### config.mk
export PLATFORM = sky130hd
export DESIGN_NAME = gpio_status_mux
export DESIGN_NICKNAME = d
export VERILOG_FILES = /design/src/rtl/gpio_status_pkg.sv /design/src/rtl/gpio_in_sync.sv /design/src/rtl/gpio_status_src.sv /design/src/rtl/gpio_pin_drv.sv /design/src/rtl/gpio_status_mux.sv
export SDC_FILE = /design/constraint.sdc
export NUM_CORES = 1
export LEC_CHECK = 0
export ABC_AREA = 1
export CAP_MARGIN = 5
export CORE_UTILIZATION = 37
export DETAILED_ROUTE_END_ITERATION = 16
export PLACE_DENSITY_LB_ADDON = 0.2
export SLEW_MARGIN = 20
export SYNTH_ARGS = -nofsm -noshare
export SYNTH_HDL_FRONTEND = slang
export SYNTH_SLANG_ARGS = --single-unit
### constraint.sdc
create_clock -name clk -period 1.15 [get_ports clk]
set_clock_uncertainty 0.05 [all_clocks]
set_input_delay 0.23 -clock clk [delete_from_list [all_inputs] [get_ports clk]]
set_output_delay 0.23 -clock clk [all_outputs]
set_load 0.03 [all_outputs]
### src/rtl/gpio_status_pkg.sv
package gpio_status_pkg;

    localparam int PIN_N = 3;

    // register indices
    localparam int REG_CFG  = 0;
    localparam int REG_CTRL = 1;
    localparam int REG_STAT = 2;

    // field positions inside the configuration register
    localparam int EN_LSB  = 0;
    localparam int OUT_LSB = 4;
    localparam int SEL_LSB = 8;

    // field positions inside the status register
    localparam int IN_LSB   = 0;
    localparam int FLAG_BIT = 4;

    // bit of the control register that requests a flag clear
    localparam int CLR_BIT = 0;

    // status source index per pin
    localparam int SRC_CHG  = 0;
    localparam int SRC_BKUP = 1;
    localparam int SRC_CAL  = 2;

    typedef struct packed {
        logic [PIN_N-1:0] en;
        logic [PIN_N-1:0] out;
        logic [PIN_N-1:0] sel;
    } pin_cfg_t;

    typedef struct packed {
        pin_cfg_t cfg;
        logic     flag;
        logic     clr;
    } ctl_state_t;

endpackage

### src/rtl/gpio_in_sync.sv
module gpio_in_sync #(
    parameter int W      = 3,
    parameter int STAGES = 2
) (
    input  logic         clk,
    input  logic         rst_n,
    input  logic [W-1:0] raw_i,
    output logic [W-1:0] sync_o
);

    logic [W-1:0] stage_d [STAGES];
    logic [W-1:0] stage_q [STAGES];

    for (genvar s = 0; s < STAGES; s++) begin : g_stage
        if (s == 0) begin : g_first
            always_comb stage_d[s] = rst_n ? raw_i : '0;
        end else begin : g_next
            always_comb stage_d[s] = rst_n ? stage_q[s-1] : '0;
        end
        always_ff @(posedge clk) begin
            stage_q[s] <= stage_d[s];
        end
    end

    assign sync_o = stage_q[STAGES-1];

endmodule

### src/rtl/gpio_status_src.sv
module gpio_status_src
    import gpio_status_pkg::*;
(
    input  logic [1:0]       chg_state_i,
    input  logic             taper_i,
    input  logic             sla_i,
    input  logic             flag_i,
    input  logic             cal_done_i,
    input  logic             chg_fault_i,
    input  logic             standalone_i,
    output logic [PIN_N-1:0] cond_o
);

    always_comb begin
        cond_o           = '0;
        cond_o[SRC_CHG]  = sla_i ? taper_i : (|chg_state_i);
        cond_o[SRC_BKUP] = flag_i;
        cond_o[SRC_CAL]  = standalone_i ? chg_fault_i : cal_done_i;
    end

endmodule

### src/rtl/gpio_pin_drv.sv
module gpio_pin_drv (
    input  logic en_i,
    input  logic out_i,
    input  logic sel_i,
    input  logic cond_i,
    output logic pull_low_o
);

    always_comb begin
        if (!en_i) begin
            pull_low_o = 1'b0;
        end else if (sel_i) begin
            pull_low_o = cond_i;
        end else begin
            pull_low_o = ~out_i;
        end
    end

endmodule

### src/rtl/gpio_status_mux.sv
module gpio_status_mux
    import gpio_status_pkg::*;
#(
    parameter int DATA_W      = 16,
    parameter int ADDR_W      = 2,
    parameter int SYNC_STAGES = 2
) (
    input  logic              clk,
    input  logic              rst_n,
    input  logic              wr_en,
    input  logic [ADDR_W-1:0] wr_addr,
    input  logic [DATA_W-1:0] wr_data,
    input  logic [ADDR_W-1:0] rd_addr,
    output logic [DATA_W-1:0] rd_data,
    input  logic [1:0]        chg_state,
    input  logic              taper_hit,
    input  logic              sla_mode,
    input  logic              bkup_fault_set,
    input  logic              cal_done,
    input  logic              chg_fault,
    input  logic              standalone,
    input  logic [PIN_N-1:0]  pad_in,
    output logic [PIN_N-1:0]  pad_oe
);

    localparam logic [ADDR_W-1:0] A_CFG  = ADDR_W'(REG_CFG);
    localparam logic [ADDR_W-1:0] A_CTRL = ADDR_W'(REG_CTRL);
    localparam logic [ADDR_W-1:0] A_STAT = ADDR_W'(REG_STAT);

    ctl_state_t st_d, st_q;

    logic [PIN_N-1:0] cfg_en, cfg_out, cfg_sel;
    logic [PIN_N-1:0] cond;
    logic [PIN_N-1:0] pin_lvl;
    logic             unused_wr_bits;

    assign unused_wr_bits = ^wr_data;

    // next-state logic
    always_comb begin
        st_d     = st_q;
        st_d.clr = 1'b0;

        if (wr_en && wr_addr == A_CFG) begin
            st_d.cfg.en  = wr_data[EN_LSB  +: PIN_N];
            st_d.cfg.out = wr_data[OUT_LSB +: PIN_N];
            st_d.cfg.sel = wr_data[SEL_LSB +: PIN_N];
        end

        if (wr_en && wr_addr == A_CTRL && wr_data[CLR_BIT]) begin
            st_d.clr = 1'b1;
        end

        // event set wins over a pending clear
        st_d.flag = (st_q.flag & ~st_q.clr) | bkup_fault_set;

        if (!rst_n) begin
            st_d.cfg.en  = standalone ? '1 : '0;
            st_d.cfg.out = '0;
            st_d.cfg.sel = standalone ? '1 : '0;
            st_d.flag    = 1'b0;
            st_d.clr     = 1'b0;
        end
    end

    always_ff @(posedge clk) begin
        st_q <= st_d;
    end

    assign cfg_en  = st_q.cfg.en;
    assign cfg_out = st_q.cfg.out;
    assign cfg_sel = st_q.cfg.sel;

    gpio_status_src u_src (
        .chg_state_i  (chg_state),
        .taper_i      (taper_hit),
        .sla_i        (sla_mode),
        .flag_i       (st_q.flag),
        .cal_done_i   (cal_done),
        .chg_fault_i  (chg_fault),
        .standalone_i (standalone),
        .cond_o       (cond)
    );

    for (genvar p = 0; p < PIN_N; p++) begin : g_pin
        gpio_pin_drv u_drv (
            .en_i       (cfg_en[p]),
            .out_i      (cfg_out[p]),
            .sel_i      (cfg_sel[p]),
            .cond_i     (cond[p]),
            .pull_low_o (pad_oe[p])
        );
    end

    gpio_in_sync #(
        .W      (PIN_N),
        .STAGES (SYNC_STAGES)
    ) u_sync (
        .clk    (clk),
        .rst_n  (rst_n),
        .raw_i  (pad_in),
        .sync_o (pin_lvl)
    );

    // read mux
    always_comb begin
        rd_data = '0;
        case (rd_addr)
            A_CFG: begin
                rd_data[EN_LSB  +: PIN_N] = cfg_en;
                rd_data[OUT_LSB +: PIN_N] = cfg_out;
                rd_data[SEL_LSB +: PIN_N] = cfg_sel;
            end
            A_CTRL: rd_data[CLR_BIT] = st_q.clr;
            A_STAT: begin
                rd_data[IN_LSB +: PIN_N] = pin_lvl;
                rd_data[FLAG_BIT]        = st_q.flag;
            end
            default: rd_data = '0;
        endcase
    end

endmodule

==> results of run 1 <==
## area by class of cell
class                   instances  area, sq um
fillers                       208          823
repair buffers                 48          458
multi-input cells              75          414
flip-flops and latches         17          408
inverters                      23         90.1
well taps                      28         35.0
clock buffers                   4         26.3
## power by group through the flow
stage | Sequential (W) | Clock (W) | Combinational [W]
floorplan | 0.000691 | 0 | 0.000226
global placement | 0.000697 | 0 | 0.000356
detailed placement | 0.000698 | 0 | 0.000363
CTS | 0.000689 | 0.000312 | 0.000384
global route | 0.000695 | 0.000345 | 0.000443
finish | 0.000691 | 0.000300 | 0.000410
## cells by family after synthesis
group / after synthesis / synth area share
and+or+nand+nor: 55 / 0.280
buffers and inverters: 35 / 0.196
other: 1 / 0.00419
DFF: 17 / 0.448
AOI/OAI and AO/OA: 13 / 0.0727
## state kept, by name, indices dropped and copies added, names as in the netlist
signal / flops
cfg_en: 3
cfg_out: 3
cfg_sel: 3
st_q: 2
u_sync.stage_q: 6
## per-layer routing
metal	up-vias	GRT usage	share of wire
li1	451	-	-
met1	358	0.153	0.41
met2	33	0.252	0.53
met3	0	0.0208	0.055
met4	0	0.0972	0
met5	-	0	0
## worst max-delay path, stage by stage (launching register included)
cell	delay, ns
edfxtp_1	0.39
inv_2	0.10
o21ai_2	0.06
a21oi_2	0.14
buf_6	0.15
## worst paths after layout
kind,endpoint,depth (start not counted),startpoint
max,pad_oe[1],4,cfg_sel[1]
min reg2reg,u_sync.stage_q[0][5],2,u_sync.stage_q[0][2]
max reg2reg,cfg_out[1],3,cfg_out[1]
min,st_q[0],4,wr_addr[1]
## repair_timing
item,CTS,global route
setup endpoints to repair,18,15
pin swaps,16,5
resized for setup,37,20
setup buffers,1,1
## through the flow
step / total power [W] / cells
3_5_place_dp: 0.00106 / 189
6_report: 0.00140 / 195
3_3_place_gp: 0.00105 / 189
4_1_cts: 0.00139 / 194
5_1_grt: 0.00148 / 195
2_1_floorplan: 0.000917 / 127
## cell usage in the layout (no fill, tap or decap), drive strengths merged, types with 6 or more instances in the layout
master,n
edfxtp,6
inv,22
buf,22
nand3,10
nor2,15
clkdlybuf4s50,17
o21ai,9
nand2,26
dfxtp,11
conb,7
==> out/qor.csv, run 1 <==
metric,value,unit
final wirelength,1810,um
Pint,0.000990,W
"Hold Vio Cnt, Final",0,
worst skew pair latency,0.28,ns
# port buffers,38,
placer congestion estimate,0.714,
GRT overflow,0,
ANT cells,0,
fin nets,202,
"Primary FF master, synth",dfxtp_1,
die area,2620,sq um
Starting Density,0.397,
Peak Freq,0.719,GHz
1st-iter DRT viols,9,
H-tree Lvls,1,
Flop pwr share,0.493,
pwr/cell area,979,nW/um^2
Leak,0.711,nW
Clk network pwr share,0.214,
WP data required,0.87,ns
syn avg cell area,7.39,sq um
top-area cell type share of the netlist area,0.246,
Synth top cells by count,"nand2_1, inv_1, nor2_1, buf_4, dfxtp_1",
clock sink total,17,
WL/cell,9.26,um
failing checks,negative setup slack,
crit path capture type,primary output,
Worst Setup Start Kind,register,
largest net degree at the start of global routing,12,
sw frac,0.293,
outcome,"finished, violations left",
TNS Setup,-1.50,ns
vias in the first global route,668,
worst hold slack,0.263,ns
layout cells sized above 1,0.335,
Min-Delay Path Class,input port to register,
P_sw,0.000411,W
Seq cells post-synth,17,
RSZ-0062 raised after global routing,true,
"Reg clk slew, reported paths",0.09,ns
CTS tree,built,
YS warnings,0,
Unique masters post-synth,18,
Place WS,-0.443,ns
"critical path fanouts, max",3,
sequential share of the synthesized area,0.448,
routed vias,842,
minimum clock period,1.39,ns
Max-Cap Viols,0,
number of flops mapped to enable cells by yosys,6,
Combinational Power Share,0.293,
final HPWL from detailed placement,1450,um
DRT Pass-1 Iters,4,
Hold Buf Count CTS,0,
Yosys top cell by area,dfxtp_1,
Routed Antenna Nets,0,
design area,1430,sq um
FP Rows,17,
"FFs w/ async S/R, synth",0,
WP data arrival,1.11,ns
Max Slew Vio Count,0,
cts bufs inserted,3,
ranking of synthesized cells by area,"dfxtp_1, edfxtp_1, nand2_1",
first-pass GRT wire length,2700,um
Synth Instances,121,
Setup Viol. Count Final,12,
initial antenna violation count,0,
synthesis-to-layout area growth,60.0,%
Clock Tree Buf Depth,2,
DRC viols,0,
io pins,53,
vias per cell,4.32,
Chip Height,51.2,um
Setup WS post-layout,-0.241,ns
all-layer global routing usage,0.142,
"setup slack, reg-to-reg",0.38,ns
most common cell in the netlist,nand2_1,
peak supply drop,528,uV
post-layout util,0.635,
"Cell Area, Placed",1270,sq um
synthesized area,895,sq um
core area,2250,sq um
Die Wd,51.2,um
Crit Path Class,register to primary output,
Tcrit/Tclk final,1.21,
clk root buf,clkbuf_4,
(Power assumes the default switching activity.)
==> run 2: changes to the inputs <==
--- a/config.mk
+++ b/config.mk
@@ -9,7 +9,9 @@
 export CAP_MARGIN = 5
 export CORE_UTILIZATION = 37
 export DETAILED_ROUTE_END_ITERATION = 16
+export MAX_ROUTING_LAYER = met4
 export PLACE_DENSITY_LB_ADDON = 0.2
+export SKIP_LAST_GASP = 1
 export SLEW_MARGIN = 20
 export SYNTH_ARGS = -nofsm -noshare
 export SYNTH_HDL_FRONTEND = slang
==> constraint.sdc (replaced) <==
create_clock -name clk -period 1.4 [get_ports clk]
set_clock_uncertainty 0.05 [all_clocks]
set_input_delay 0.28 -clock clk [delete_from_list [all_inputs] [get_ports clk]]
set_output_delay 0.28 -clock clk [all_outputs]
set_load 0.03 [all_outputs]
==> run 2 against run 1 <==
Compared with the run above: first-iteration DRC count is 44% lower; hold slack better by 0.11 ns; total power is 19% lower; non-clock buffer count is 2 lower; die area stayed put; register-to-register slack better by 0.31 ns; flip-flop and latch count stayed put; sequential power is 18% lower; the flow still finishes with violations (negative setup slack).
==> out/qor.csv, run 2 (synthesized netlist as in run 1, its figures left out) <==
metric,value,unit,change
first-pass GRT wire length,2820,um,+4.4%
Leak,0.685,nW,-3.7%
vias per cell,4.31,,-0.16%
"leading cell type in the layout, fill and taps excluded",nand2_1,,
final wirelength,1760,um,-2.7%
vias in the first global route,778,,+16%
core area,2250,sq um,unchanged
Tcrit/Tclk final,1.03,,
Worst Hold End,u_sync.stage_q[0][3],,
WP data required,1.07,ns,+0.20 ns
Max-Cap Viols,0,,unchanged
"delay-heaviest family, CP",flip-flops,,
worst hold slack,0.370,ns,+0.107 ns
Crit path buffers/inverters,2,,unchanged
die area,2620,sq um,unchanged
"Slowest-stage cell, CP",edfxtp_1,,
R2R cell count,3,,unchanged
Min-Delay Path Class,register to register,,
1st-iter DRT viols,5,,-4
"critical path fanouts, max",3,,unchanged
Setup WS post-layout,-0.0457,ns,+0.195 ns
reg-to-reg endpoint,st_q[1],,
most frequent cells in the layout,"nand2_1, inv_1, clkdlybuf4s50_1",,
worst skew pair latency,0.28,ns,about the same
Crit Path Class,register to primary output,,
Peak Freq,0.692,GHz,
failing checks,negative setup slack,,
max reg flops,6,,unchanged
minimum clock period,1.45,ns,
Clock Tree Buf Depth,2,,unchanged
pwr/cell area,830,nW/um^2,-15%
hold_sp,u_sync.stage_q[0][0],,
outcome,"finished, violations left",,
Die Wd,51.2,um,unchanged
H-tree Lvls,1,,unchanged
"Most flops, register",u_sync.stage_q,,
"Hold Vio Cnt, Final",0,,unchanged
clock sink total,17,,unchanged
peak supply drop,551,uV,+4.4%
synthesis-to-layout area growth,52.6,%,
CP cell instances,"inv_2, o21ai_2, a21oi_2, buf_6",,
total power,0.00113,W,-19%
GRT overflow,0,,unchanged
FP Rows,17,,unchanged
"setup slack, reg-to-reg",0.69,ns,+0.31 ns
Starting Density,0.397,,unchanged
io pins,53,,unchanged
clk root buf,clkbuf_4,,
cts bufs inserted,3,,unchanged
RSZ-0062 raised after global routing,true,,
placer congestion estimate,0.749,,+5.0%
met2 wire len,928,um,-3.2%
largest net degree at the start of global routing,12,,unchanged
ANT cells,0,,unchanged
Min-Delay Path Depth,2,,-2
Reg2Reg Launch Point,st_q[0],,
WP data arrival,1.12,ns,about the same
CTS tree,built,,
WL/cell,9.10,um,-1.7%
fin nets,200,,-0.99%
routed vias,832,,-1.2%
# port buffers,38,,unchanged
final HPWL from detailed placement,1430,um,-1.3%
top routing layer in use,met4,,
"Reg clk slew, reported paths",0.09,ns,about the same
Post-CTS Setup Bufs,0,,-1
all-layer global routing usage,0.149,,+0.00717
Routed Antenna Nets,0,,unchanged
DRT Pass-1 Iters,4,,unchanged
Worst Setup Start Kind,register,,
initial antenna violation count,0,,unchanged
DRC viols,0,,unchanged
layout cells sized above 1,0.267,,-0.0687
Met3 Wirelength,84,um,-16%
Max Slew Vio Count,0,,unchanged
delay of the slowest critical-path stage,0.39,ns,about the same
DRT met1 WL,730,um,-2.1%
Chip Height,51.2,um,unchanged
Setup Viol. Count Final,1,,-11
crit path capture type,primary output,,
-- run 2: layout make-up --
cell class / count / area [sq um]
fillers: 224 / 890
well taps: 28 / 35.0
clock buffers: 4 / 26.3
multi-input cells: 75 / 383
inverters: 23 / 87.6
repair buffers: 46 / 430
flip-flops and latches: 17 / 403
-- run 2: power by group --
group | leakage [nW] | switching, W | internal (W)
combinational | 0.520 | 0.000173 | 0.000147
sequential | 0.151 | 0.0000202 | 0.000548
clock | 0.0150 | 0.000135 | 0.000110
-- run 2: through the flow --
stage	cells	util	area, sq um	TNS [ns]	setup slack [ns]
global placement	189	0.565	1270	-3.12	-0.240
finish	193	0.605	1370	-0.0457	-0.0457
floorplan	127	-	917	-0.291	-0.146
global route	193	0.605	1370	-0.264	-0.0887
detailed placement	189	0.565	1270	-3.71	-0.317
CTS	193	0.579	1310	-0.0920	-0.0753
-- run 2: how the worst max path moves through the flow --
stage	from	to	slack, ns	cells after the start
5_1_grt	cfg_sel[1]	pad_oe[1]	-0.09	4
6_report	cfg_sel[1]	pad_oe[1]	-0.05	4
4_1_cts	cfg_sel[1]	pad_oe[1]	-0.08	4
2_1_floorplan	rd_addr[0]	rd_data[2]	-0.15	3
3_3_place_gp	rd_addr[0]	rd_data[4]	-0.24	5
3_5_place_dp	rd_addr[0]	rd_data[2]	-0.32	5
-- run 2: what timing repair did --
item / CTS / global route
endpoints found under the hold margin: 0 / 0
setup endpoints to repair: 12 / 12
resized for setup: 20 / 20
pin swaps: 6 / 4
hold buffers: 0 / 0
-- run 2: worst min-delay path: stages (launching register included) --
cell,delay (ns)
dfxtp_1,0.31
nand2_1,0.05
inv_1,0.03
-- run 2: per-layer routing --
layer | GRT usage | vias up
met5 | - | -
met3 | 0.0179 | 2
li1 | - | 448
met2 | 0.276 | 33
met4 | 0.0833 | 0
met1 | 0.150 | 349
==> run 3: changes to the inputs <==
--- a/config.mk
+++ b/config.mk
@@ -9,6 +9,7 @@
 export CAP_MARGIN = 5
 export CORE_UTILIZATION = 37
 export DETAILED_ROUTE_END_ITERATION = 16
+export GPL_TIMING_DRIVEN = 0
 export MAX_ROUTING_LAYER = met4
 export PLACE_DENSITY_LB_ADDON = 0.2
 export SKIP_LAST_GASP = 1
@@ -16,3 +17,4 @@
 export SYNTH_ARGS = -nofsm -noshare
 export SYNTH_HDL_FRONTEND = slang
 export SYNTH_SLANG_ARGS = --single-unit
+export TNS_END_PERCENT = 100
==> constraint.sdc (replaced) <==
create_clock -name clk -period 1.4 [get_ports clk]
set_clock_uncertainty 0.05 [all_clocks]
set_input_delay 0.28 -clock clk [delete_from_list [all_inputs] [get_ports clk]]
set_output_delay 0.28 -clock clk [all_outputs]
set_load 0.1 [all_outputs]
==> run 3 against run 2 <==
Compared with the run above: the flow still finishes with violations (negative setup slack); die area unchanged; setup slack worse by 0.064 ns; global-route usage up 2.3 points; first-iteration DRC count up 80%; sequential share of layout area down 4.1 points; non-clock buffer count up 3; combinational power up 91%; critical endpoint is now pad_oe[2].
==> out/qor.csv, run 3 (synthesized netlist as in run 1, its figures left out) <==
metric,value,unit,change
Leak,0.738,nW,+7.6%
WP data arrival,1.18,ns,+0.06 ns
final HPWL from detailed placement,1510,um,+5.8%
hold_sp,rst_n,,
vias per cell,4.41,,+2.4%
FP Rows,17,,unchanged
routed vias,865,,+4.0%
TNS Setup,-0.348,ns,-0.302 ns
"Hold Vio Cnt, Final",0,,unchanged
worst skew pair latency,0.27,ns,about the same
largest net degree at the start of global routing,11,,-1
vias in the first global route,824,,+5.9%
Die Wd,51.2,um,unchanged
footprint of the multi-input gates,469,sq um,+23%
most frequent cells in the layout,"nand2_1, clkdlybuf4s50_1, inv_1",,
RSZ-0062 raised after global routing,true,,
# port buffers,37,,-2.6%
clock sink total,17,,unchanged
all-layer global routing usage,0.172,,+0.0232
post-layout util,0.715,,+0.110
peak supply drop,615,uV,+12%
Peak Freq,0.662,GHz,-4.3%
delay of the slowest critical-path stage,0.39,ns,about the same
CP cell instances,"inv_2, a21oi_2, nand2_1, inv_2, buf_12",,
Max-Cap Viols,0,,unchanged
Worst Setup Start Kind,register,,
first-pass GRT wire length,3290,um,+17%
ANT cells,0,,unchanged
cts bufs inserted,3,,unchanged
fillers,192,,-14%
outcome,"finished, violations left",,
crit path from,cfg_sel[2],,
Crit Path Class,register to primary output,,
H-tree Lvls,1,,unchanged
fin nets,203,,+1.5%
Hold Buf Count CTS,0,,unchanged
Clock Tree Buf Depth,2,,unchanged
clk root buf,clkbuf_4,,
Setup Viol. Count Final,6,,+5
WP data required,1.07,ns,about the same
total power,0.00142,W,+26%
DRT Pass-1 Iters,6,,+2
minimum clock period,1.51,ns,+0.0642 ns
final wirelength,2110,um,+20%
io pins,53,,unchanged
pwr/cell area,882,nW/um^2,+6.3%
GRT overflow,0,,unchanged
die area,2620,sq um,unchanged
crit path capture type,primary output,,
core area,2250,sq um,unchanged
CTS tree,built,,
Reg2Reg Launch Point,st_q[0],,
Starting Density,0.397,,unchanged
"Slowest-stage cell, CP",edfxtp_1,,
sequential cell area,410,sq um,+1.9%
"most used cell, CP",inv_2,,
Routed Antenna Nets,0,,unchanged
worst hold slack,0.297,ns,-0.0731 ns
Min-Delay Path Class,input port to register,,
failing checks,negative setup slack,,
"Most flops, register",u_sync.stage_q,,
Chip Height,51.2,um,unchanged
Max Slew Vio Count,0,,unchanged
placer congestion estimate,0.814,,+8.7%
DRT met1 WL,707,um,-3.2%
DRC viols,0,,unchanged
top routing layer in use,met4,,
initial antenna violation count,0,,unchanged
Finished Layout Cells,196,,+1.6%
"critical path fanouts, max",2,,-1
placed cells,192,,+1.6%
WL/cell,10.8,um,+18%
1st-iter DRT viols,9,,+4
met2 wire len,1250,um,+35%
Met3 Wirelength,118,um,+40%
Setup WS post-layout,-0.110,ns,-0.0642 ns
layout cells sized above 1,0.381,,+0.114
synthesis-to-layout area growth,80.3,%,
Tcrit/Tclk final,1.08,,+0.0459
"Reg clk slew, reported paths",0.09,ns,about the same
"leading cell type in the layout, fill and taps excluded",nand2_1,,
max reg flops,6,,unchanged
-- run 3: metal layers --
| metal | vias up | GRT usage |
|---|---|---|
| li1 | 454 | - |
| met1 | 374 | 0.159 |
| met2 | 33 | 0.349 |
| met3 | 4 | 0.0208 |
| met4 | 0 | 0.0694 |
| met5 | - | - |
-- run 3: per-stage QoR --
step / worst slack (ns) / area (sq um)
final: -0.110 / 1610
after global routing: -0.154 / 1610
after CTS: -0.0800 / 1560
after detailed placement: -1.35 / 1400
after global placement: -1.32 / 1400
after floorplan: -0.0383 / 997
-- run 3: final cells by class --
type / count / area share
Multi-Input combinational cell: 75 / 0.291
Clock inverter: 1 / 0.00310
Timing Repair Buffer: 40 / 0.317
Tap cell: 28 / 0.0217
Sequential cell: 17 / 0.254
Inverter: 23 / 0.0590
Buffer: 9 / 0.0403
Clock buffer: 3 / 0.0140
-- run 3: worst paths after layout --
kind / end / slack, ns / cells past startpoint
max: pad_oe[2] / -0.11 / 5
min: st_q[1] / 0.30 / 3
max reg2reg: st_q[1] / 0.70 / 3
min reg2reg: u_sync.stage_q[0][5] / 0.37 / 2
-- run 3: what timing repair did --
action | CTS | global route
endpoints found under the setup margin | 12 | 12
resized for setup | 137 | 16
pin swaps | 13 | 6
cloned | 0 | 0
setup buffers | 3 | 0
-- run 3: worst max-delay path, delay by kind of cell (launching register included) --
kind	cells	cell delay, ns
flip-flops	1	0.39
AND/OR/NAND/NOR	1	0.08
AO/OA/AOI/OAI	1	0.12
buffers and inverters	3	0.31
-- run 3: report_power, final --
group | switching, W | internal (W) | total, W
logic | 0.000391 | 0.000219 | 0.000611
registers | 0.0000249 | 0.000546 | 0.000571
clock network | 0.000136 | 0.000106 | 0.000241
total | 0.000552 | 0.000871 | 0.00142
